### config.mk
export PLATFORM = sky130hd
export DESIGN_NAME = lpc_mem_target
export DESIGN_NICKNAME = d
export VERILOG_FILES = /design/src/rtl/lpc_mem_target.sv
export SDC_FILE = /design/constraint.sdc
export NUM_CORES = 1
export LEC_CHECK = 0
export BUFFER_PORTS_ARGS = -buffer_cell sky130_fd_sc_hd__buf_4
export CAP_MARGIN = 10
export CELL_PAD_IN_SITES_DETAIL_PLACEMENT = 0
export CELL_PAD_IN_SITES_GLOBAL_PLACEMENT = 1
export CORE_MARGIN = 3
export CORE_UTILIZATION = 40
export DETAILED_ROUTE_END_ITERATION = 10
export PLACE_DENSITY_LB_ADDON = 0.1
export SLEW_MARGIN = 40
export SYNTH_ARGS = -nofsm -noshare
export SYNTH_HDL_FRONTEND = slang
export SYNTH_SLANG_ARGS = --single-unit
### constraint.sdc
create_clock -name clk -period 2.8 [get_ports clk]
set_clock_uncertainty 0.1 [all_clocks]
set_input_delay 0.14 -clock clk [delete_from_list [all_inputs] [get_ports clk]]
set_output_delay 0.14 -clock clk [all_outputs]
set_load 0.005 [all_outputs]
### src/rtl/lpc_mem_target.sv
module lpc_mem_target #(
  parameter int ADDR_W = 32,
  parameter int DATA_W = 8
) (
  input  logic              clk,
  input  logic              rst_n,
  input  logic              lframe_n,
  input  logic [3:0]        lad_in,
  output logic [3:0]        lad_out,
  output logic              lad_oe,
  output logic              mem_req_valid,
  input  logic              mem_req_ready,
  output logic              mem_req_write,
  output logic [ADDR_W-1:0] mem_req_addr,
  output logic [DATA_W-1:0] mem_req_wdata,
  input  logic              mem_rsp_valid,
  input  logic [DATA_W-1:0] mem_rsp_rdata
);

  localparam int NIBS  = ADDR_W / 4;
  localparam int CNT_W = $clog2(NIBS);
  localparam logic [3:0] NB_START = 4'b0000;
  localparam logic [3:0] NB_WAIT  = 4'b0101;
  localparam logic [3:0] NB_READY = 4'b0000;
  localparam logic [3:0] NB_TURN  = 4'b1111;

  typedef enum logic [3:0] {
    S_IDLE, S_CYC, S_ADDR, S_WD0, S_WD1, S_HTAR0, S_HTAR1,
    S_SYNC, S_RD0, S_RD1, S_TTAR0, S_TTAR1
  } st_t;

  st_t               st;
  logic [CNT_W-1:0]  cnt;
  logic              is_wr, pend, busy, live, done;
  logic [ADDR_W-1:0] addr_q;
  logic [DATA_W-1:0] wdata_q, rbuf;

  assign mem_req_valid = pend && !busy;
  assign mem_req_write = is_wr;
  assign mem_req_addr  = addr_q;
  assign mem_req_wdata = wdata_q;

  assign lad_oe = (st == S_HTAR1) || (st == S_SYNC) || (st == S_RD0) ||
                  (st == S_RD1) || (st == S_TTAR0);

  always_comb begin
    case (st)
      S_SYNC:  lad_out = done ? NB_READY : NB_WAIT;
      S_RD0:   lad_out = rbuf[3:0];
      S_RD1:   lad_out = rbuf[7:4];
      default: lad_out = NB_TURN;
    endcase
  end

  always_ff @(posedge clk or negedge rst_n) begin
    if (!rst_n) begin
      st      <= S_IDLE;
      cnt     <= '0;
      is_wr   <= 1'b0;
      pend    <= 1'b0;
      busy    <= 1'b0;
      live    <= 1'b0;
      done    <= 1'b0;
      addr_q  <= '0;
      wdata_q <= '0;
      rbuf    <= '0;
    end else begin
      if (mem_req_valid && mem_req_ready) begin
        pend <= 1'b0;
        busy <= 1'b1;
        live <= 1'b1;
      end
      if (busy && mem_rsp_valid) begin
        busy <= 1'b0;
        if (live) begin
          done <= 1'b1;
          if (!is_wr) rbuf <= mem_rsp_rdata;
        end
      end
      if (!lframe_n) begin
        st   <= (lad_in == NB_START) ? S_CYC : S_IDLE;
        pend <= 1'b0;
        live <= 1'b0;
        done <= 1'b0;
      end else begin
        case (st)
          S_CYC: begin
            cnt <= '0;
            if (lad_in[3:1] == 3'b010 || lad_in[3:1] == 3'b011) begin
              is_wr <= lad_in[1];
              st    <= S_ADDR;
            end else begin
              st <= S_IDLE;
            end
          end
          S_ADDR: begin
            addr_q <= {addr_q[ADDR_W-5:0], lad_in};
            cnt    <= cnt + 1'b1;
            if (cnt == CNT_W'(NIBS - 1)) begin
              st <= is_wr ? S_WD0 : S_HTAR0;
              if (!is_wr) pend <= 1'b1;
            end
          end
          S_WD0: begin
            wdata_q[3:0] <= lad_in;
            st <= S_WD1;
          end
          S_WD1: begin
            wdata_q[7:4] <= lad_in;
            pend <= 1'b1;
            st <= S_HTAR0;
          end
          S_HTAR0: st <= S_HTAR1;
          S_HTAR1: st <= S_SYNC;
          S_SYNC:  if (done) st <= is_wr ? S_TTAR0 : S_RD0;
          S_RD0:   st <= S_RD1;
          S_RD1:   st <= S_TTAR0;
          S_TTAR0: st <= S_TTAR1;
          S_TTAR1: st <= S_IDLE;
          default: st <= S_IDLE;
        endcase
      end
    end
  end

  AST_REQ_HOLD: assert property (@(posedge clk) disable iff (!rst_n)
    mem_req_valid && !mem_req_ready && lframe_n |=> mem_req_valid);
  AST_REQ_STABLE: assert property (@(posedge clk) disable iff (!rst_n)
    mem_req_valid && !mem_req_ready |=> $stable(mem_req_addr) && $stable(mem_req_write) && $stable(mem_req_wdata));
  AST_TAKE_WITH_ONES: assert property (@(posedge clk) disable iff (!rst_n)
    $rose(lad_oe) |-> lad_out == NB_TURN);
  AST_DATA_AFTER_READY: assert property (@(posedge clk) disable iff (!rst_n)
    $rose(st == S_RD0) |-> $past(lad_oe) && $past(lad_out) == NB_READY);
  AST_RBUF_HELD: assert property (@(posedge clk) disable iff (!rst_n)
    st == S_RD0 |=> $stable(rbuf));
  AST_RELEASE: assert property (@(posedge clk) disable iff (!rst_n)
    st == S_TTAR0 |=> !lad_oe);
  AST_BAD_TYPE: assert property (@(posedge clk) disable iff (!rst_n)
    st == S_CYC && lframe_n && lad_in[3:2] != 2'b01 |=> !lad_oe);

endmodule

; Word-level counts from Yosys, hierarchy flattened
; Index checks and enable logic that the tools add are counted.
; W data, S select, Z words.
[classes]
add_sub_neg = 1
n_eq_ne = 18
muxes = 22
bitwise_logic = 1
n_reduce_logical = 20
[op_table]
columns = op, count
row1 = $pmux W4 S10, 1
row2 = $eq A4 B3 Y1 const B, 4
row3 = $eq A4 B4 Y1 const B, 3
row4 = $mux W4, 3
row5 = $pmux W4 S3, 1
row6 = $reduce_and A2 Y1, 6
row7 = $mux W1, 11
row8 = $eq A4 B2 Y1 const B, 2
row9 = $eq A3 B2 Y1 const B, 2
row10 = $mux W3, 2
row11 = $ne A2 B1 Y1 const B, 3
row12 = $ne A3 B3 Y1 const B, 2
row13 = $pmux W3 S2, 1
row14 = $reduce_and A3 Y1, 2
row15 = $logic_or A1 B1 Y1, 5
row16 = $eq A4 B1 Y1 const B, 1
row17 = $logic_not A4 Y1, 1
row18 = $mux W2, 2
row19 = $reduce_bool A2 Y1, 2
row20 = $add A3 B1 Y3 const B, 1
row21 = $eq A3 B3 Y1 const B, 1
row22 = $logic_and A1 B1 Y1, 3
row23 = $pmux W1 S2, 1
row24 = $logic_not A1 Y1, 1
row25 = $not A1 Y1, 1
[word_totals]
register_bits = 60
input_bits = 17
out_inout_bits = 47
wordCells = 73

; Longest topological paths before layout
; Gate-level depths: netlist of run 1.
[logic_depth]
word_depth = 8
mapped_depth = 5
mapped_depth_nobuf = 5

; Worst setup path before layout of run 1
; Ideal clock, no wire load.
[synth_path]
kind = reg-to-reg
startpoint = reg st[2]
endpoint = reg addr_q[20], in the netlist mem_req_addr[20]
setup_time_ps = 127
t_arrival_ps = 1363
t_required_ps = 2573
slack_ps = 1210
path_stages_with_launch = 6
path_buffers = 2
synth_period_minus_slack_ps = 1590
path_cell_list = dfrtp_1 nor2_2 and3_4 buf_12 buf_8 mux2_1
[synth_between]
elab_chain_len = 2
[synth_lines]
columns = element, line
row1 = "start, declared", 32  ; st_t st;
row2 = "start signal, assigned", 81  ; st <= (lad_in == NB_START) ? S_CYC : S_IDLE;
row3 = "start signal, assigned", 100  ; st <= is_wr ? S_WD0 : S_HTAR0;
row4 = "start signal, assigned", 115  ; S_SYNC: if (done) st <= is_wr ? S_TTAR0 : S_RD0;
row5 = $eq A4 B2 Y1, 86  ; case (st)
row6 = $reduce_and A2 Y1 (no source line), -
row7 = "end signal, assigned", 97  ; addr_q <= {addr_q[ADDR_W-5:0], lad_in};
row8 = "end, declared", 35  ; logic [ADDR_W-1:0] addr_q;
; Every way passes these cells.
; A chain may end at the register's enable or synchronous reset.

; Final worst setup path of run 1
[layout_path]
startpoint = reg st[0]
endpoint = out lad_out[2]
[layout_between]
elab_chain_len = 2
word_cells_on_any_way = 4
classes_between = 3 x eq/ne / 1 x mux
[layout_lines]
columns = element, line
row1 = $eq A4 B4 Y1 / $eq A4 B3 Y1 (equally long branches), 47  ; case (st)
row2 = $pmux W4 S3 *, 47
row3 = "end, declared", 9  ; output logic [3:0] lad_out,
; Every way passes the cells marked *; elsewhere a longest branch is shown, timed or not.

==> results of run 1 <==
[per-layer routing]
| metal | up-vias | wire length, µm | part of all wire, % | global-route usage [%] |
|---|---|---|---|---|
| li1 | 830 | - | - | - |
| met5 | - | 0 | 0 | 0 |
| met3 | 11 | 291 | 5.3 | 4.33 |
| met2 | 45 | 2560 | 47 | 22.7 |
| met1 | 892 | 2490 | 46 | 21.1 |
| met4 | 0 | 102 | 1.9 | 7.11 |
[critical path: stages (launching register included)]
cell	delay [ps]
sky130_fd_sc_hd__dfrtp_1	720
sky130_fd_sc_hd__and4b_1	400
sky130_fd_sc_hd__mux2_2	370
sky130_fd_sc_hd__o21ai_0	80
sky130_fd_sc_hd__buf_4	140
[worst paths after layout]
| check | end | slack (ps) | from |
|---|---|---|---|
| setup / recovery | lad_out[2] | 520 | st[0]$_DFFE_PN0P_ |
| hold / removal | busy$_DFFE_PN0P_ | 50 | mem_req_ready |
| setup reg to reg | mem_req_addr[30]$_DFFE_PN0P_ | 840 | st[2]$_DFFE_PN0P_ |
| hold reg to reg | mem_req_addr[31]$_DFFE_PN0P_ | 400 | mem_req_addr[31]$_DFFE_PN0P_ |
| max in group asynchronous | mem_req_wdata[1]$_DFFE_PN0P_ | 1930 | rst_n |
| min in group asynchronous | mem_req_addr[23]$_DFFE_PN0P_ | 180 | rst_n |
[area by class of cell]
cell class,count,area (µm²),area share [%]
clock buffer,9,124,3.56
tap,77,96.3,2.77
sequential,60,1500,43.1
clock inverter,4,20.0,0.575
multi-input combinational,112,1090,31.2
timing repair buffer,79,643,18.5
inverter,3,11.3,0.323
[state kept, by name (all words and copies together), names as in the netlist]
| signal | count |
|---|---|
| st | 4 |
| mem_req_write | 1 |
| live | 1 |
| rbuf | 8 |
| mem_req_addr | 32 |
| done | 1 |
| cnt | 3 |
| mem_req_wdata | 8 |
| pend | 1 |
| busy | 1 |
[power by group]
| part | total [mW] | internal (mW) | switching (mW) |
|---|---|---|---|
| Clock | 0.617 | 0.299 | 0.318 |
| Combinational | 0.420 | 0.285 | 0.135 |
| Sequential | 1.11 | 1.00 | 0.112 |
[logic make-up (layout without fill, tap and decap cells)]
group | count (synthesis) | in the layout | share of synthesized area [%]
DFF | 60 | 60 | 56.1
xor gates and xnor gates | 3 | 3 | 0.982
AOI/OAI and AO/OA | 21 | 21 | 5.42
and+or+nand+nor | 31 | 31 | 8.88
muxes | 55 | 55 | 24.4
adders and majority gates | 2 | 2 | 0.935
buffers and inverters | 10 | 95 | 3.32
[stage by stage]
stage / hold WS, ps / total power [mW] / utilization (%)
after global routing: 63.8 / 2.28 / 54.2
after detailed placement: 164 / 1.54 / 49.3
after CTS: 37.0 / 2.18 / 53.9
after global placement: 169 / 1.53 / 49.3
final: 45.0 / 2.15 / 54.2
after floorplan: -256 / 1.29 / -
[cells in the mapped netlist, drive strengths merged (2+ instances only)]
master,n
nand2,2
nor3b,2
o211ai,2
a22o,3
nor3,2
dfrtp,60
nor2b,5
inv,3
a22oi,2
mux2i,4
o21ai,4
a21oi,3
a31oi,3
buf,7
and3b,2
xor2,2
mux2,51
and4b,2
ha,2
nand3,3
nor2,3
[cells in the final DEF, fill, tap and decap left out, drive strengths merged, types with 2 or more instances in the layout]
cell type,count
nor3,2
and3b,2
xor2,2
mux2,51
inv,3
nor2,3
dlygate4sd3,15
nor3b,2
clkbuf,9
dfrtp,60
a22oi,2
buf,64
nand2,2
o211ai,2
mux2i,4
ha,2
clkinv,4
and4b,2
o21ai,4
a21oi,3
a22o,3
nand3,3
nor2b,5
a31oi,3
[what timing repair did]
item,in CTS,in global routing
gates resized for setup,0,0
endpoints found under the hold margin,85,0
hold buffers,15,0
==> flow_metrics.env, run 1 <==
export IMPL_core_area_um2=6420
export IMPL_final_cells=344
export IMPL_timing_setup_tns_ps=0
export IMPL_power_density_nw_per_um2=617
export IMPL_critical_path_peak_fanout=14
export IMPL_cts_sinks=60
export IMPL_share_of_cells_above_drive_strength_1_pct=48.3
export IMPL_die_area_um2=7710
export IMPL_port_buffers=63
export IMPL_final_setup_viol_count=0
export IMPL_min_delay_path_class="input pin to flip-flop"
export IMPL_grt_start_max_net_pins=61
export IMPL_antenna_left=0
export IMPL_antenna_cells_inserted=0
export IMPL_count_of_warnings_emitted_by_yosys=0
export IMPL_cts_inserted_buffers=9
export IMPL_tritoncts="built"
export IMPL_chipWidth_um=87.8
export IMPL_placementRows=29
export IMPL_postSynth_asyncResetShare_pct=100
export IMPL_final_critical_delay_including_setup_and_external_delays_ps=2280
export IMPL_cts_root_buf="sky130_fd_sc_hd__clkbuf_8"
export IMPL_worst_setup_path_end_kind="output port"
export IMPL_route_detailed_drc=0
export IMPL_rsz0062_at_grt="false"
export IMPL_vias=1778
export IMPL_post_synth_main_area_contributors="sky130_fd_sc_hd__dfrtp_1 (56%), sky130_fd_sc_hd__mux2_2 (14%), sky130_fd_sc_hd__mux2_4 (5.6%), sky130_fd_sc_hd__mux2_1 (2.9%), sky130_fd_sc_hd__buf_12 (1.5%)"
export IMPL_route_final_wire_length_um=5440
export IMPL_tightest_slew_ps=587
export IMPL_worst_setup_path_start_kind="flip-flop"
export IMPL_cts_setup_buffers=0
export IMPL_final_critical_path_setup_slack_ps=525
export IMPL_globalplace_congestion=0.758
export IMPL_syn_to_final_growth_pct=30.1
export IMPL_final_cell_area_um2=3480
export IMPL_status="finished, final reports clean"
export IMPL_nets=284
export IMPL_synth_yosys_seq_area_share_pct=56.1
export IMPL_avgViaCountPerCell=5.17
export IMPL_slew_viol_final=0
export IMPL_timing_critical_path_required_ps=2560
export IMPL_yosys_area_top_type="sky130_fd_sc_hd__dfrtp_1"
export IMPL_placement_setup_worst_slack_ps=858
export IMPL_clk_path_buf_depth=2
export IMPL_grt_antenna_before_repair=0
export IMPL_grt_pass1_wl_um=9000
export IMPL_fp_dieH_um=87.8
export IMPL_post_synthesis_cell_area_um2=2680
export IMPL_cts_reportedPaths_clkPinSlew_ps=60
export IMPL_worst_slew_margin_rel_pct=60.9
export IMPL_n_fill_cell=580
export IMPL_reg2reg_depth=3
export IMPL_grt_overflow_total=0
export IMPL_share_of_the_cycle_needed_by_the_critical_path_after_routing_pct=81.3
export IMPL_syn_num_nets=201
export IMPL_cellLeakagePower_nw=1.77
export IMPL_timing_final_hold_violations=0
export IMPL_wl_per_cell_um=15.8
export IMPL_hold_depth=3
export IMPL_synth_edf_count=0
export IMPL_dp_final_hpwl_um=3610
export IMPL_fmax_mhz=440
export IMPL_portion_of_synthesized_cell_area_occupied_by_the_leading_cell_type_pct=56.1
export IMPL_synthFlopType="sky130_fd_sc_hd__dfrtp_1"
export IMPL_irDropWorstVdd_uv=321
export IMPL_synth_area_per_cell_um2=14.7
export IMPL_initial_util_pct=41.7
export IMPL_i_o_pin_count=64
export IMPL_post_synth_num_cell_types=45
export IMPL_detailedRoute_firstIterationViolations=51
export IMPL_worst_endpoint_arrival_ps=2040
export IMPL_grt_pass1_vias=1764
export IMPL_placed_cells_incl_taps=315
export IMPL_worst_skew_pair_late_latency_ps=330
export IMPL_dpl_cell_area_um2=3170
export IMPL_synth_ff_latch_count=60
export IMPL_grtUsageTotal_pct=15.4
export IMPL_worst_setup_path_type="flip-flop to output port"
export IMPL_htree_levels=3
export IMPL_drtPass1Iterations=4
export IMPL_synth_cells=182
export IMPL_drv_max_cap_violation_count=0
No activity file was read; power rests on OpenSTA's default activity.
==> run 2, diff against run 1 <==
--- a/config.mk
+++ b/config.mk
@@ -5,12 +5,13 @@
 export SDC_FILE = /design/constraint.sdc
 export NUM_CORES = 1
 export LEC_CHECK = 0
+export ABC_AREA = 1
 export BUFFER_PORTS_ARGS = -buffer_cell sky130_fd_sc_hd__buf_4
 export CAP_MARGIN = 10
 export CELL_PAD_IN_SITES_DETAIL_PLACEMENT = 0
 export CELL_PAD_IN_SITES_GLOBAL_PLACEMENT = 1
 export CORE_MARGIN = 3
-export CORE_UTILIZATION = 40
+export CORE_UTILIZATION = 39
 export DETAILED_ROUTE_END_ITERATION = 10
 export PLACE_DENSITY_LB_ADDON = 0.1
 export SLEW_MARGIN = 40
==> constraint.sdc (replaced) <==
create_clock -name clk -period 2.1 [get_ports clk]
set_clock_uncertainty 0.1 [all_clocks]
set_input_delay 0.105 -clock clk [delete_from_list [all_inputs] [get_ports clk]]
set_output_delay 0.105 -clock clk [all_outputs]
set_load 0.005 [all_outputs]
==> flow_metrics.env, run 2 <==
export IMPL_avgViaCountPerCell=4.79
export IMPL_chipWidth_um=88.5
export IMPL_route_final_wire_length_um=6190
export IMPL_rsz0062_at_grt="false"
export IMPL_fmax_mhz=528
export IMPL_post_cts_sizing=0
export IMPL_antenna_cells_inserted=0
export IMPL_synth_yosys_seq_area_share_pct=56.5
export IMPL_tightest_slew_ps=554
export IMPL_cellInternalPower_mw=2.74
export IMPL_placementRows=29
export IMPL_worst_skew_pair_late_latency_ps=340
export IMPL_synth_cells=313
export IMPL_grt_start_max_net_pins=61
export IMPL_dp_final_hpwl_um=4150
export IMPL_irDropWorstVdd_uv=547
export IMPL_post_synth_num_cell_types=21
export IMPL_drv_max_cap_violation_count=0
export IMPL_portion_of_synthesized_cell_area_occupied_by_the_leading_cell_type_pct=56.5
export IMPL_power_density_nw_per_um2=1120
export IMPL_grt_pass1_wl_um=10300
export IMPL_utilization_pct=55.0
export IMPL_core_area_um2=6460
export IMPL_worst_slew_margin_rel_pct=63.1
export IMPL_i_o_pin_count=64
export IMPL_die_area_um2=7840
export IMPL_grt_overflow_total=0
export IMPL_min_delay_path_class="input pin to flip-flop"
export IMPL_reg2reg_depth=6
export IMPL_port_buffers=63
export IMPL_sw_frac_of_total_pct=31.0
export IMPL_worst_setup_path_type="flip-flop to output port"
export IMPL_synth_ff_latch_count=60
export IMPL_mostFrequentLayoutCell="sky130_fd_sc_hd__nand2_1"
export IMPL_cts_root_buf="sky130_fd_sc_hd__clkbuf_8"
export IMPL_pwr_share_clk_pct=29.2
export IMPL_cts_setup_buffers=0
export IMPL_nets=413
export IMPL_p_switching_mw=1.23
export IMPL_htree_levels=3
export IMPL_antenna_left=0
export IMPL_status="finished, final reports clean"
export IMPL_mostFrequentLayoutCells="sky130_fd_sc_hd__nand2_1 (112), sky130_fd_sc_hd__buf_4 (63), sky130_fd_sc_hd__dfrtp_1 (60)"
export IMPL_synth_edf_count=0
export IMPL_detailedRoute_firstIterationViolations=165
export IMPL_globalplace_congestion=0.834
export IMPL_final_setup_viol_count=0
export IMPL_grt_antenna_before_repair=0
export IMPL_total_power_mw=3.97
export IMPL_cts_hold_buffers_added=16
export IMPL_critical_path_peak_fanout=7
export IMPL_wl_per_cell_um=13.0
export IMPL_timing_setup_tns_ps=0
export IMPL_count_of_warnings_emitted_by_yosys=0
export IMPL_worst_endpoint_arrival_ps=1690
export IMPL_slew_viol_final=0
export IMPL_cts_reportedPaths_clkPinSlew_ps=70
export IMPL_clk_path_buf_depth=2
export IMPL_yosysMostFrequentCell="sky130_fd_sc_hd__nand2_1"
export IMPL_vias=2278
export IMPL_drtPass1Iterations=4
export IMPL_worst_setup_path_end_kind="output port"
export IMPL_final_critical_delay_including_setup_and_external_delays_ps=1890
export IMPL_largest_reg_flops=32
export IMPL_worst_setup_path_start_kind="flip-flop"
export IMPL_synth_area_per_cell_um2=8.49
export IMPL_synth_commonest_cells="sky130_fd_sc_hd__nand2_1 (112), sky130_fd_sc_hd__dfrtp_1 (60), sky130_fd_sc_hd__nand3_1 (38), sky130_fd_sc_hd__inv_1 (36), sky130_fd_sc_hd__o21ai_0 (19)"
export IMPL_yosys_area_top_type="sky130_fd_sc_hd__dfrtp_1"
export IMPL_seq_power_share_pct=42.6
export IMPL_grtUsageTotal_pct=17.4
export IMPL_cellLeakagePower_nw=1.95
export IMPL_synthFlopType="sky130_fd_sc_hd__dfrtp_1"
export IMPL_postSynth_asyncResetShare_pct=100
export IMPL_timing_critical_path_required_ps=1890
export IMPL_share_of_cells_above_drive_strength_1_pct=22.8
export IMPL_cts_inserted_buffers=9
export IMPL_post_synth_main_area_contributors="sky130_fd_sc_hd__dfrtp_1 (57%), sky130_fd_sc_hd__nand2_1 (16%), sky130_fd_sc_hd__nand3_1 (7.2%), sky130_fd_sc_hd__inv_1 (5.1%), sky130_fd_sc_hd__o21ai_0 (3.6%)"
export IMPL_initial_util_pct=41.1
export IMPL_cts_sinks=60
export IMPL_hold_depth=3
export IMPL_route_detailed_drc=0
export IMPL_share_comb_of_total_power_pct=28.2
export IMPL_fp_dieH_um=88.5
export IMPL_post_synthesis_cell_area_um2=2660
export IMPL_tritoncts="built"
export IMPL_timing_final_hold_violations=0
export IMPL_syn_to_final_growth_pct=33.8
export IMPL_share_of_the_cycle_needed_by_the_critical_path_after_routing_pct=90.1
export IMPL_syn_num_nets=332
export IMPL_grt_pass1_vias=2154
[run 2: cell count changes after synthesis, sizes merged, moves of 3 or more]
cell	previous run	this run
nand2	2	114
mux2	51	0
nand3	3	38
inv	3	36
o21ai	4	28
nor2	3	14
nor2b	5	0
a21oi	3	7
mux2i	4	0
a22o	3	0
[run 2: critical path, stage by stage, from the launching register on]
cell and delay, ps:
sky130_fd_sc_hd__dfrtp_1 460, sky130_fd_sc_hd__nand2_1 150, sky130_fd_sc_hd__inv_1 130, sky130_fd_sc_hd__nand2_1 80, sky130_fd_sc_hd__o21ai_0 170, sky130_fd_sc_hd__nand2_1 90, sky130_fd_sc_hd__inv_1 80, sky130_fd_sc_hd__nand3_1 70
sky130_fd_sc_hd__buf_4 140
[run 2: area by class of cell]
| cell class | instances | area (µm²) |
|---|---|---|
| fillers | 601 | 2910 |
| flip-flops and latches | 60 | 1500 |
| multi-input cells | 207 | 958 |
| repair buffers | 80 | 644 |
| clock buffers | 12 | 145 |
| inverters | 36 | 135 |
| well taps | 77 | 96.3 |
| clock inverters | 4 | 72.6 |
[run 2: layer usage]
metal  global-route usage [%]  up-vias  routed length (µm)
met3                     4.93       13                 349
met1                     23.3     1047                2850
met4                     7.69        0                 153
met2                     26.4       69                2840
met5                        0        -                   0
li1                         -     1149                   -
[run 2: power by group through the flow]
stage / registers [mW] / clock network (mW) / logic, mW
2_1_floorplan: 1.70 / 0 / 0.536
3_3_place_gp: 1.72 / 0 / 1.09
3_5_place_dp: 1.72 / 0 / 1.11
4_1_cts: 1.70 / 1.18 / 1.14
5_1_grt: 1.74 / 1.24 / 1.28
6_report: 1.69 / 1.16 / 1.12
[run 2: cells by family after synthesis]
logic type	after synthesis	synth area share [%]
compound gates	37	8.48
simple gates	168	26.7
fa+ha+maj	2	0.942
buf+inv	46	7.39
flops	60	56.5
[run 2: per-stage QoR]
stage / instances / worst slack (ps) / instance area (µm²) / hold slack, ps
after floorplan: 313 / 767 / 2660 / -291
after global placement: 444 / 526 / 3170 / 139
after detailed placement: 444 / 459 / 3170 / 136
after CTS: 476 / 177 / 3550 / 72.0
after global routing: 476 / 19.3 / 3550 / 82.8
final: 476 / 207 / 3550 / 78.2
[run 2: worst paths after layout]
check | from | end | slack (ps)
worst min-delay path | lframe_n | st[1]$_DFFE_PN0P_ | 80
worst max-delay path | st[1]$_DFFE_PN0P_ | lad_out[0] | 210
min in group asynchronous | rst_n | mem_req_addr[28]$_DFFE_PN0P_ | 200
max in group asynchronous | rst_n | rbuf[7]$_DFFE_PN0P_ | 1300
worst min register to register | mem_req_addr[31]$_DFFE_PN0P_ | mem_req_addr[31]$_DFFE_PN0P_ | 380
worst max register to register | st[0]$_DFFE_PN0P_ | mem_req_addr[24]$_DFFE_PN0P_ | 460
